**config.mk**
```make
export PLATFORM = sky130hd
export DESIGN_NAME = branch_history_table
export DESIGN_NICKNAME = d
export VERILOG_FILES = /design/src/rtl/bht_pkg.sv /design/src/rtl/bht_counter_array.sv /design/src/rtl/bht_update_queue.sv /design/src/rtl/bht_ctrl.sv /design/src/rtl/branch_history_table.sv
export SDC_FILE = /design/constraint.sdc
export NUM_CORES = 2
export LEC_CHECK = 0
export CAP_MARGIN = 20
export CORE_ASPECT_RATIO = 0.5
export CORE_MARGIN = 5
export CORE_UTILIZATION = 40
export CTS_CLUSTER_SIZE = 30
export DETAILED_ROUTE_END_ITERATION = 7
export HOLD_SLACK_MARGIN = 0.06
export SLEW_MARGIN = 20
export SYNTH_ARGS = -nofsm -noshare
export SYNTH_HDL_FRONTEND = slang
export SYNTH_SLANG_ARGS = --single-unit
```
**constraint.sdc**
```tcl
create_clock -name clk -period 49.2 [get_ports clk]
set_input_delay 4.92 -clock clk [delete_from_list [all_inputs] [get_ports clk]]
set_output_delay 4.92 -clock clk [all_outputs]
set_load 0.01 [all_outputs]
```
**src/rtl/bht_pkg.sv**
```systemverilog
package bht_pkg;

    typedef enum logic [0:0] {
        ST_SWEEP = 1'b0,
        ST_RUN   = 1'b1
    } bht_state_e;

    localparam logic [1:0] CTR_INIT = 2'b01;

    function automatic logic [1:0] ctr_step(input logic [1:0] cur, input logic taken);
        logic [1:0] nxt;
        if (taken) begin
            nxt = (cur == 2'b11) ? cur : cur + 2'b01;
        end else begin
            nxt = (cur == 2'b00) ? cur : cur - 2'b01;
        end
        return nxt;
    endfunction

endpackage

```
**src/rtl/bht_counter_array.sv**
```systemverilog
module bht_counter_array #(
    parameter int IDX_W   = 10,
    parameter int ENTRIES = 1 << IDX_W
) (
    input  logic             clk,
    input  logic             rst,
    input  logic             wr_en,
    input  logic             wr_is_init,
    input  logic [IDX_W-1:0] wr_idx,
    input  logic [1:0]       wr_data,
    input  logic [IDX_W-1:0] rda_idx,
    output logic [1:0]       rda_data,
    input  logic [IDX_W-1:0] rdb_idx,
    output logic [1:0]       rdb_data
);

    logic [1:0] ctr_q [ENTRIES];

    always_ff @(posedge clk) begin
        if (wr_en) begin
            ctr_q[wr_idx] <= wr_data;
        end
    end

    assign rda_data = ctr_q[rda_idx];
    assign rdb_data = ctr_q[rdb_idx];

    // a training write targets the entry just read and moves it by at most one step
    assert_step_one_R2: assert property (@(posedge clk) disable iff (rst)
        (wr_en && !wr_is_init) |-> ((wr_idx == rdb_idx) && ((wr_data - rdb_data) != 2'b10)));

endmodule

```
**src/rtl/bht_update_queue.sv**
```systemverilog
module bht_update_queue #(
    parameter int IDX_W  = 10,
    parameter int DEPTH  = 4,   // power of two
    parameter int DROP_W = 16
) (
    input  logic              clk,
    input  logic              rst,
    input  logic              in0_valid,
    input  logic [IDX_W-1:0]  in0_idx,
    input  logic              in0_taken,
    input  logic              in1_valid,
    input  logic [IDX_W-1:0]  in1_idx,
    input  logic              in1_taken,
    input  logic              pop,
    output logic              nonempty,
    output logic [IDX_W-1:0]  head_idx,
    output logic              head_taken,
    output logic              full,
    output logic [DROP_W-1:0] drop_count
);

    localparam int PTR_W = (DEPTH > 1) ? $clog2(DEPTH) : 1;
    localparam int CNT_W = PTR_W + 1;

    logic [IDX_W-1:0]  idx_mem [DEPTH];
    logic              tk_mem  [DEPTH];
    logic [PTR_W-1:0]  rd_ptr_q, wr_ptr_q;
    logic [CNT_W-1:0]  count_q;
    logic [CNT_W-1:0]  free_slots;
    logic              acc0, acc1;
    logic [1:0]        n_push, n_drop;
    logic [PTR_W-1:0]  wr1_ptr;
    logic [DROP_W-1:0] drop_q;

    always_comb begin
        free_slots = CNT_W'(DEPTH) - count_q;
        acc0       = in0_valid && (free_slots >= CNT_W'(1));
        acc1       = in1_valid && (free_slots >= (acc0 ? CNT_W'(2) : CNT_W'(1)));
        n_push     = {1'b0, acc0} + {1'b0, acc1};
        n_drop     = {1'b0, in0_valid && !acc0} + {1'b0, in1_valid && !acc1};
        wr1_ptr    = acc0 ? wr_ptr_q + PTR_W'(1) : wr_ptr_q;
    end

    always_ff @(posedge clk) begin
        if (acc0) begin
            idx_mem[wr_ptr_q] <= in0_idx;
            tk_mem[wr_ptr_q]  <= in0_taken;
        end
        if (acc1) begin
            idx_mem[wr1_ptr] <= in1_idx;
            tk_mem[wr1_ptr]  <= in1_taken;
        end
    end

    always_ff @(posedge clk) begin
        if (rst) begin
            rd_ptr_q <= '0;
            wr_ptr_q <= '0;
            count_q  <= '0;
            drop_q   <= '0;
        end else begin
            wr_ptr_q <= wr_ptr_q + PTR_W'(n_push);
            rd_ptr_q <= rd_ptr_q + PTR_W'(pop);
            count_q  <= count_q + CNT_W'(n_push) - CNT_W'(pop);
            if (n_drop != 2'd0) begin
                if (drop_q > {DROP_W{1'b1}} - DROP_W'(n_drop)) begin
                    drop_q <= {DROP_W{1'b1}};
                end else begin
                    drop_q <= drop_q + DROP_W'(n_drop);
                end
            end
        end
    end

    assign nonempty   = (count_q != '0);
    assign head_idx   = idx_mem[rd_ptr_q];
    assign head_taken = tk_mem[rd_ptr_q];
    assign full       = (free_slots < CNT_W'(2));
    assign drop_count = drop_q;

    assert_no_overflow_R8: assert property (@(posedge clk) disable iff (rst)
        count_q <= CNT_W'(DEPTH));

    assert_pop_nonempty_R6: assert property (@(posedge clk) disable iff (rst)
        pop |-> (count_q != '0));

    assert_no_drop_unless_full_R9: assert property (@(posedge clk) disable iff (rst)
        (!full && !(in0_valid && !in1_valid && count_q == CNT_W'(DEPTH)))
        |=> (drop_count == $past(drop_count)));

endmodule

```
**src/rtl/bht_ctrl.sv**
```systemverilog
module bht_ctrl
    import bht_pkg::*;
#(
    parameter int IDX_W   = 10,
    parameter int ENTRIES = 1 << IDX_W
) (
    input  logic             clk,
    input  logic             rst,
    input  logic             q_nonempty,
    input  logic [IDX_W-1:0] head_idx,
    input  logic             head_taken,
    input  logic [1:0]       head_ctr,
    output logic             busy,
    output logic             pop,
    output logic             wr_en,
    output logic             wr_is_init,
    output logic [IDX_W-1:0] wr_idx,
    output logic [1:0]       wr_data
);

    bht_state_e       state_q;
    logic [IDX_W-1:0] sweep_q;

    always_ff @(posedge clk) begin
        if (rst) begin
            state_q <= ST_SWEEP;
            sweep_q <= '0;
        end else begin
            unique case (state_q)
                ST_SWEEP: begin
                    sweep_q <= sweep_q + IDX_W'(1);
                    if (sweep_q == IDX_W'(ENTRIES - 1)) begin
                        state_q <= ST_RUN;
                    end
                end
                ST_RUN: begin
                    state_q <= ST_RUN;
                end
                default: state_q <= ST_SWEEP;
            endcase
        end
    end

    always_comb begin
        busy       = 1'b0;
        pop        = 1'b0;
        wr_en      = 1'b0;
        wr_is_init = 1'b0;
        wr_idx     = head_idx;
        wr_data    = ctr_step(head_ctr, head_taken);
        unique case (state_q)
            ST_SWEEP: begin
                busy       = 1'b1;
                wr_en      = 1'b1;
                wr_is_init = 1'b1;
                wr_idx     = sweep_q;
                wr_data    = CTR_INIT;
            end
            ST_RUN: begin
                pop   = q_nonempty;
                wr_en = q_nonempty;
            end
            default: busy = 1'b1;
        endcase
    end

    assert_drain_after_sweep_R10: assert property (@(posedge clk) disable iff (rst)
        pop |-> !busy);

    assert_run_sticky_R3: assert property (@(posedge clk) disable iff (rst)
        (state_q == ST_RUN) |=> (state_q == ST_RUN));

    assert_sweep_complete_R3: assert property (@(posedge clk) disable iff (rst)
        $fell(busy) |-> (sweep_q == '0));

endmodule

```
**src/rtl/branch_history_table.sv**
```systemverilog
module branch_history_table #(
    parameter int ADDR_W  = 32,
    parameter int IDX_W   = 10,
    parameter int IDX_LSB = 2,
    parameter int QDEPTH  = 4,
    parameter int DROP_W  = 16
) (
    input  logic              clk,
    input  logic              rst,
    input  logic [ADDR_W-1:0] lk_addr,
    output logic [1:0]        lk_ctr,
    output logic              lk_taken,
    input  logic              up0_valid,
    input  logic [ADDR_W-1:0] up0_addr,
    input  logic              up0_taken,
    input  logic              up1_valid,
    input  logic [ADDR_W-1:0] up1_addr,
    input  logic              up1_taken,
    output logic              upd_full,
    output logic [DROP_W-1:0] drop_count,
    output logic              busy
);

    localparam int ENTRIES = 1 << IDX_W;
    localparam int IDX_MSB = IDX_LSB + IDX_W - 1;

    logic             q_nonempty, q_pop, q_head_taken;
    logic [IDX_W-1:0] q_head_idx;
    logic [1:0]       head_ctr;
    logic             wr_en, wr_is_init;
    logic [IDX_W-1:0] wr_idx;
    logic [1:0]       wr_data;

    bht_update_queue #(
        .IDX_W (IDX_W),
        .DEPTH (QDEPTH),
        .DROP_W(DROP_W)
    ) u_queue (
        .clk       (clk),
        .rst       (rst),
        .in0_valid (up0_valid),
        .in0_idx   (up0_addr[IDX_MSB:IDX_LSB]),
        .in0_taken (up0_taken),
        .in1_valid (up1_valid),
        .in1_idx   (up1_addr[IDX_MSB:IDX_LSB]),
        .in1_taken (up1_taken),
        .pop       (q_pop),
        .nonempty  (q_nonempty),
        .head_idx  (q_head_idx),
        .head_taken(q_head_taken),
        .full      (upd_full),
        .drop_count(drop_count)
    );

    bht_ctrl #(
        .IDX_W  (IDX_W),
        .ENTRIES(ENTRIES)
    ) u_ctrl (
        .clk       (clk),
        .rst       (rst),
        .q_nonempty(q_nonempty),
        .head_idx  (q_head_idx),
        .head_taken(q_head_taken),
        .head_ctr  (head_ctr),
        .busy      (busy),
        .pop       (q_pop),
        .wr_en     (wr_en),
        .wr_is_init(wr_is_init),
        .wr_idx    (wr_idx),
        .wr_data   (wr_data)
    );

    bht_counter_array #(
        .IDX_W  (IDX_W),
        .ENTRIES(ENTRIES)
    ) u_array (
        .clk       (clk),
        .rst       (rst),
        .wr_en     (wr_en),
        .wr_is_init(wr_is_init),
        .wr_idx    (wr_idx),
        .wr_data   (wr_data),
        .rda_idx   (lk_addr[IDX_MSB:IDX_LSB]),
        .rda_data  (lk_ctr),
        .rdb_idx   (q_head_idx),
        .rdb_data  (head_ctr)
    );

    assign lk_taken = lk_ctr[1];

endmodule

```
Yosys cells after proc, flatten, opt, wreduce, memory -nomap -nowiden --
Memories as Yosys holds them, arrays and structs flattened. A register that Yosys moved wholly into a read port is not among the register bits. Cells that the tools add are included.
Operators by class: add/sub/neg operators 13, reduce and logical (&&, ||, !) cells 9, eq/ne operators 2, bitwise gates (word level) 1, muxes and demuxes 21, $lt $le $gt $ge 4
Operator list (count):
- $add A16 B2 Y16 | 1
- $gt A16 B16 Y1 | 1
- $mux W16 | 1
- $mux W2 | 8
- $add A10 B1 Y10 const B | 1
- $eq A10 B10 Y1 const B | 1
- $mux W10 | 1
- $mux W1 | 9
- $add A1 B1 Y2 | 2
- $add A2 B1 Y2 const B | 2
- $logic_and A1 B1 Y1 | 4
- $pmux W1 S2 | 2
- $sub A1 B3 Y4 const A | 1
- $add A3 B2 Y3 | 1
- $ge A3 B1 Y1 const B | 1
- $ge A3 B3 Y1 | 1
- $lt A3 B2 Y1 const B | 1
- $reduce_bool A3 Y1 | 1
- $sub A3 B1 Y3 | 1
- $sub A3 B3 Y3 const A | 1
- $add A2 B1 Y2 | 1
- $add A2 B2 Y2 | 1
- $eq A2 B2 Y1 const B | 1
- $logic_not A1 Y1 | 2
- 4 further kinds | 4
Word-level totals: logic and storage cells 59, bits of input ports 102, register bits 34, memories kept 3, RAM bits 2092
Memories:
- u_array.ctr_q | words 1024, bits a word 2, read ports 2, clocked after memory_dff 0, write ports 1, line bht_counter_array.sv:17 | logic [1:0] ctr_q [ENTRIES];
- u_queue.idx_mem | words 4, bits a word 10, read ports 1, clocked after memory_dff 1, write ports 2, line bht_update_queue.sv:25 | logic [IDX_W-1:0] idx_mem [DEPTH];
- u_queue.tk_mem | words 4, bits a word 1, read ports 1, clocked after memory_dff 1, write ports 2, line bht_update_queue.sv:26 | logic tk_mem [DEPTH];

Longest topological paths before layout --
depth after elaboration 12, gate-level depth with buffers 21, mapped depth without buffers 21

By module --
A second synthesis with hierarchy kept.
Unflattened totals: cells, all modules 6565, area total of the unflattened synthesis 105143.3 um^2
By module, submodules not included:
- bht_counter_array | area an instance 100664.0 um^2, cells an instance 6205, sequential area each 61499.0 um^2, times used 1
- bht_update_queue | area an instance 3819.9 um^2, cells an instance 283, sequential area each 1781.7 um^2, times used 1
- bht_ctrl | area an instance 651.9 um^2, cells an instance 76, sequential area each 220.2 um^2, times used 1
- branch_history_table | area an instance 7.5 um^2, cells an instance 1, sequential area each 0.0 um^2, times used 1

Worst setup path after synthesis --
No wires, ideal clock.
path kind reg2reg, start point reg, netlist name u_queue.rd_ptr_q[0], end point mem u_array.ctr_q[0][0], data pin, required time 42897 ps, setup slack 9572 ps, path buffers 5, arrival 33325 ps, period minus slack after synthesis 39628 ps, cell stages (with the launch flop) 15, library setup time 6303 ps, path through dfxtp_1 > buf_6 > mux4_2 > buf_6 > buf_12 > buf_6 > buf_8 > a211oi_1 > a311oi_1 > or4_1 > a221oi_1 > a221oi_1 > a21oi_1 > nand3_1 > a31oi_1
RTL lines (line):
- to (decl) | bht_counter_array.sv:17

Worst setup path in the final report --
start point in lk_addr[2], end point out lk_taken
On the way: cells in the longest elaborated chain, start to end 1
Ends and longest elaborated chain:
- from (decl) | line branch_history_table.sv:10 | input logic [ADDR_W-1:0] lk_addr,
- $mem_v2 Z1024 W2
- to (decl) | line branch_history_table.sv:12 | output logic lk_taken,
Every way passes these cells.

==> Implementation_results.wiki <==
{| class="wikitable"
! Metric !! Value
|-
| Die boundary height || 373 microns
|-
| Hold bufs inserted after CTS || 0
|-
| Global-route total usage across every layer || 25.9%
|-
| Number of global-route vias before repair || 66557
|-
| Clock insertion delay at the later pin of the skew report || 0.89 ns
|-
| Buffers inserted during post-CTS setup optimization || 0
|-
| Fin nets || 6834
|-
| Final count of negative-setup-slack endpoints || 0
|-
| Highest achievable clock rate || 59.8 MHz
|-
| Clock net sink count || 2126
|-
| DRC marker count from the first detailed-route iteration || 11430
|-
| Initial DRT Pass Iterations || 6
|-
| Residual DRC || 0
|-
| Area delta synth->final || 10.2%
|-
| Total Wirelength || 365 mm
|-
| Result of the run || finished, final reports clean
|-
| Synthesized net count || 6988
|-
| CTS root buffer || sky130_fd_sc_hd__clkbuf_16
|-
| Antenna violations before repair || 41
|-
| Normalized max-slew margin || 16.3%
|-
| Count of maximum capacitance violations || 0
|-
| Worst-case vdd ir drop || 0.0417 mV
|-
| Final GP Congestion || 0.863
|-
| Final Critical Period || 16.72 ns
|-
| Number of ports placed on the die boundary || 123
|-
| Wirelength per Cell || 35.1 microns
|-
| Count of input and output buffers || 56
|-
| Largest area contributor in the netlist || sky130_fd_sc_hd__edfxtp_1
|-
| Dpl hpwl || 215 mm
|-
| Num CTS Buffers || 210
|-
| Clock buffer depth || 4
|-
| PD cells || 46.8 nW/um^2
|-
| DRT antenna net count || 0
|-
| Startpoint of the lowest-slack register-to-register path || u_queue.rd_ptr_q[1]
|-
| Pin count of the biggest net entering global routing || 225
|-
| Area share of the largest cell type after synthesis || 59.5%
|-
| Worst-path clk slew || 0.06 ns
|-
| Ys Warns || 0
|-
| Post-synthesis instance total || 6863
|-
| Period Utilization, post-route || 34.0%
|-
| Std-Cell Rows || 133
|-
| H-tree depth || 4
|-
| Leakage power summed over all cells || 35.5 nW
|-
| Placeable Area || 263000 sq um
|-
| Horizontal die dimension || 737 microns
|-
| Total gr overflow || 0
|-
| Count of unique library cells instantiated by Yosys || 85
|-
| Kind of critical path || in2out
|-
| Wire length of the first global-routing pass || 510 mm
|-
| Worst Setup SP || lk_addr[2]
|-
| WP data arrival || 11.80 ns
|-
| Count of endpoints failing hold in the final timing report || 0
|-
| Power consumption || 5.44 mW
|-
| Die area || 275000 sq um
|-
| Cell area after synthesis || 106000 sq um
|-
| Final-layout setup total negative slack || 0 ns
|-
| Worst endpoint required time || 44.28 ns
|-
| Category of the worst setup path launch point || input pin
|-
| Leading post-synthesis cells by cell area || sky130_fd_sc_hd__edfxtp_1, sky130_fd_sc_hd__mux4_2, sky130_fd_sc_hd__mux2i_1
|-
| Most common cell in the netlist || sky130_fd_sc_hd__edfxtp_1
|-
| Routed via count divided by cell count || 6.65
|-
| Synth Area per Inst || 15.4 sq um
|-
| Commonest cells in the synthesized netlist || sky130_fd_sc_hd__edfxtp_1, sky130_fd_sc_hd__nor2_1, sky130_fd_sc_hd__mux4_2
|-
| Setup repair after global routing missed its margin || false
|-
| Maximum net fanout on the critical path || 39
|-
| Final clock skew || 0.0674 ns
|-
| Layout cell share with drive strength beyond 1 || 22.2%
|-
| Category of the worst setup path capture point || output port
|-
| Worst-Margin Slew || 1.26 ns
|-
| Class of the worst hold path || reg2reg
|-
| Clock tree from TritonCTS || done
|-
| Dominant register cell in the synthesized netlist || sky130_fd_sc_hd__edfxtp_1
|-
| Vias after detailed routing || 69109
|-
| Launch instance of the worst min-delay path || u_ctrl.sweep_q[8]
|-
| Starting Density || 40.2%
|-
| Post-cts resize count || 0
|-
| Flops & latches, synth || 2126
|-
| Post-synth EDFFs || 2092
|-
| Share of async-settable or async-resettable flops after synthesis || 0%
|-
| Sequential area share after synthesis || 60.1%
|-
| Max Transition Viols Final || 0
|}
[final timing paths]
path                            to  slack [ns]  cells after the start
min              u_ctrl.sweep_q[8]        0.54                      2
min reg2reg      u_ctrl.sweep_q[8]        0.54                      2
max                       lk_taken       32.48                     11
max reg2reg  u_array.ctr_q[609][1]       39.47                     18
[cell type report]
type	count	area [sq um]
Timing Repair Buffer	277	2370
Multi-Input combinational cell	4069	39400
Clock buffer	256	5530
Tap cell	3510	4390
Sequential cell	2126	63500
Inverter	25	93.8
Clock inverter	119	1100
Fill cell	23095	146000
Antenna cell	16	40.0
[critical path, stage by stage]
cell	delay [ns]
sky130_fd_sc_hd__buf_8	0.25
sky130_fd_sc_hd__buf_4	0.67
sky130_fd_sc_hd__buf_4	0.71
sky130_fd_sc_hd__buf_4	0.80
sky130_fd_sc_hd__buf_4	0.78
sky130_fd_sc_hd__mux4_2	0.61
sky130_fd_sc_hd__mux4_2	0.56
sky130_fd_sc_hd__mux4_2	0.54
sky130_fd_sc_hd__mux4_2	0.64
sky130_fd_sc_hd__mux4_2	0.60
sky130_fd_sc_hd__clkdlybuf4s50_1	0.52
[layer usage]
metal | track usage, % | vias to the layer above | part of all wire, %
met5 | 0 | - | 0.034
met4 | 9.09 | 18 | 3.9
li1 | - | 27106 | -
met1 | 37.1 | 36501 | 39
met2 | 38.3 | 4771 | 44
met3 | 6.71 | 713 | 13
[kinds of logic (layout without fill, tap and decap cells)]
group           Yosys count  in the layout  share of synthesized area, %
compound gates          618            618                          4.38
buf+inv                 668            677                          2.97
xor+xnor                 25             25                         0.207
simple gates           1975           1975                          7.80
fa+ha+maj                23             23                         0.287
flops                  2126           2126                          60.1
mux                    1428           1428                          24.2
other cells               0             16                             0
[sequential cells by signal, indices dropped and copies added, names as in the netlist]
name / flops
u_array.ctr_q: 2048
u_queue.idx_mem: 40
u_queue.drop_count: 16
u_ctrl.sweep_q: 10
u_queue.tk_mem: 4
u_queue.count_q: 3
u_queue.rd_ptr_q: 2
u_queue.wr_ptr_q: 2
u_ctrl.state_q: 1
[cells in the final DEF, fill, tap and decap left out, drive strengths merged, types with 12 or more instances in the layout]
master	count
edfxtp	2092
a32oi	14
clkbuf	257
nor4	12
a21oi	67
a311oi	81
mux2i	462
nor3	64
nor2	1098
ha	21
a31oi	50
and3	16
mux2	69
nor2b	111
a211oi	105
o21ai	40
nand2	499
inv	27
clkinv	89
clkdlybuf4s50	49
nand3	77
o221ai	60
mux4	897
dfxtp	34
a22oi	13
nand2b	14
o211ai	18
o22ai	49
buf	227
or4	13
bufinv	21
xor2	15
nand4	44
diode	16
[through the flow]
step,cells,setup slack (ns),util [%],hold slack (ns),instance area (sq um)
final,10398,32.48,44.3,0.535,116000
after global routing,10382,32.11,44.3,0.540,116000
after CTS,10381,31.81,44.3,0.509,116000
after detailed placement,10006,31.81,41.8,0.497,110000
after global placement,10005,31.82,41.7,0.497,110000
after floorplan,6863,9.57,-,0.468,106000
[power by group]
part	total, mW	leakage [nW]	internal, mW	switching, mW
Clock	1.61	3.24	0.905	0.708
Sequential	1.98	18.9	1.98	0.00634
Combinational	1.85	13.4	0.593	1.25
(Power assumes the default switching activity.)
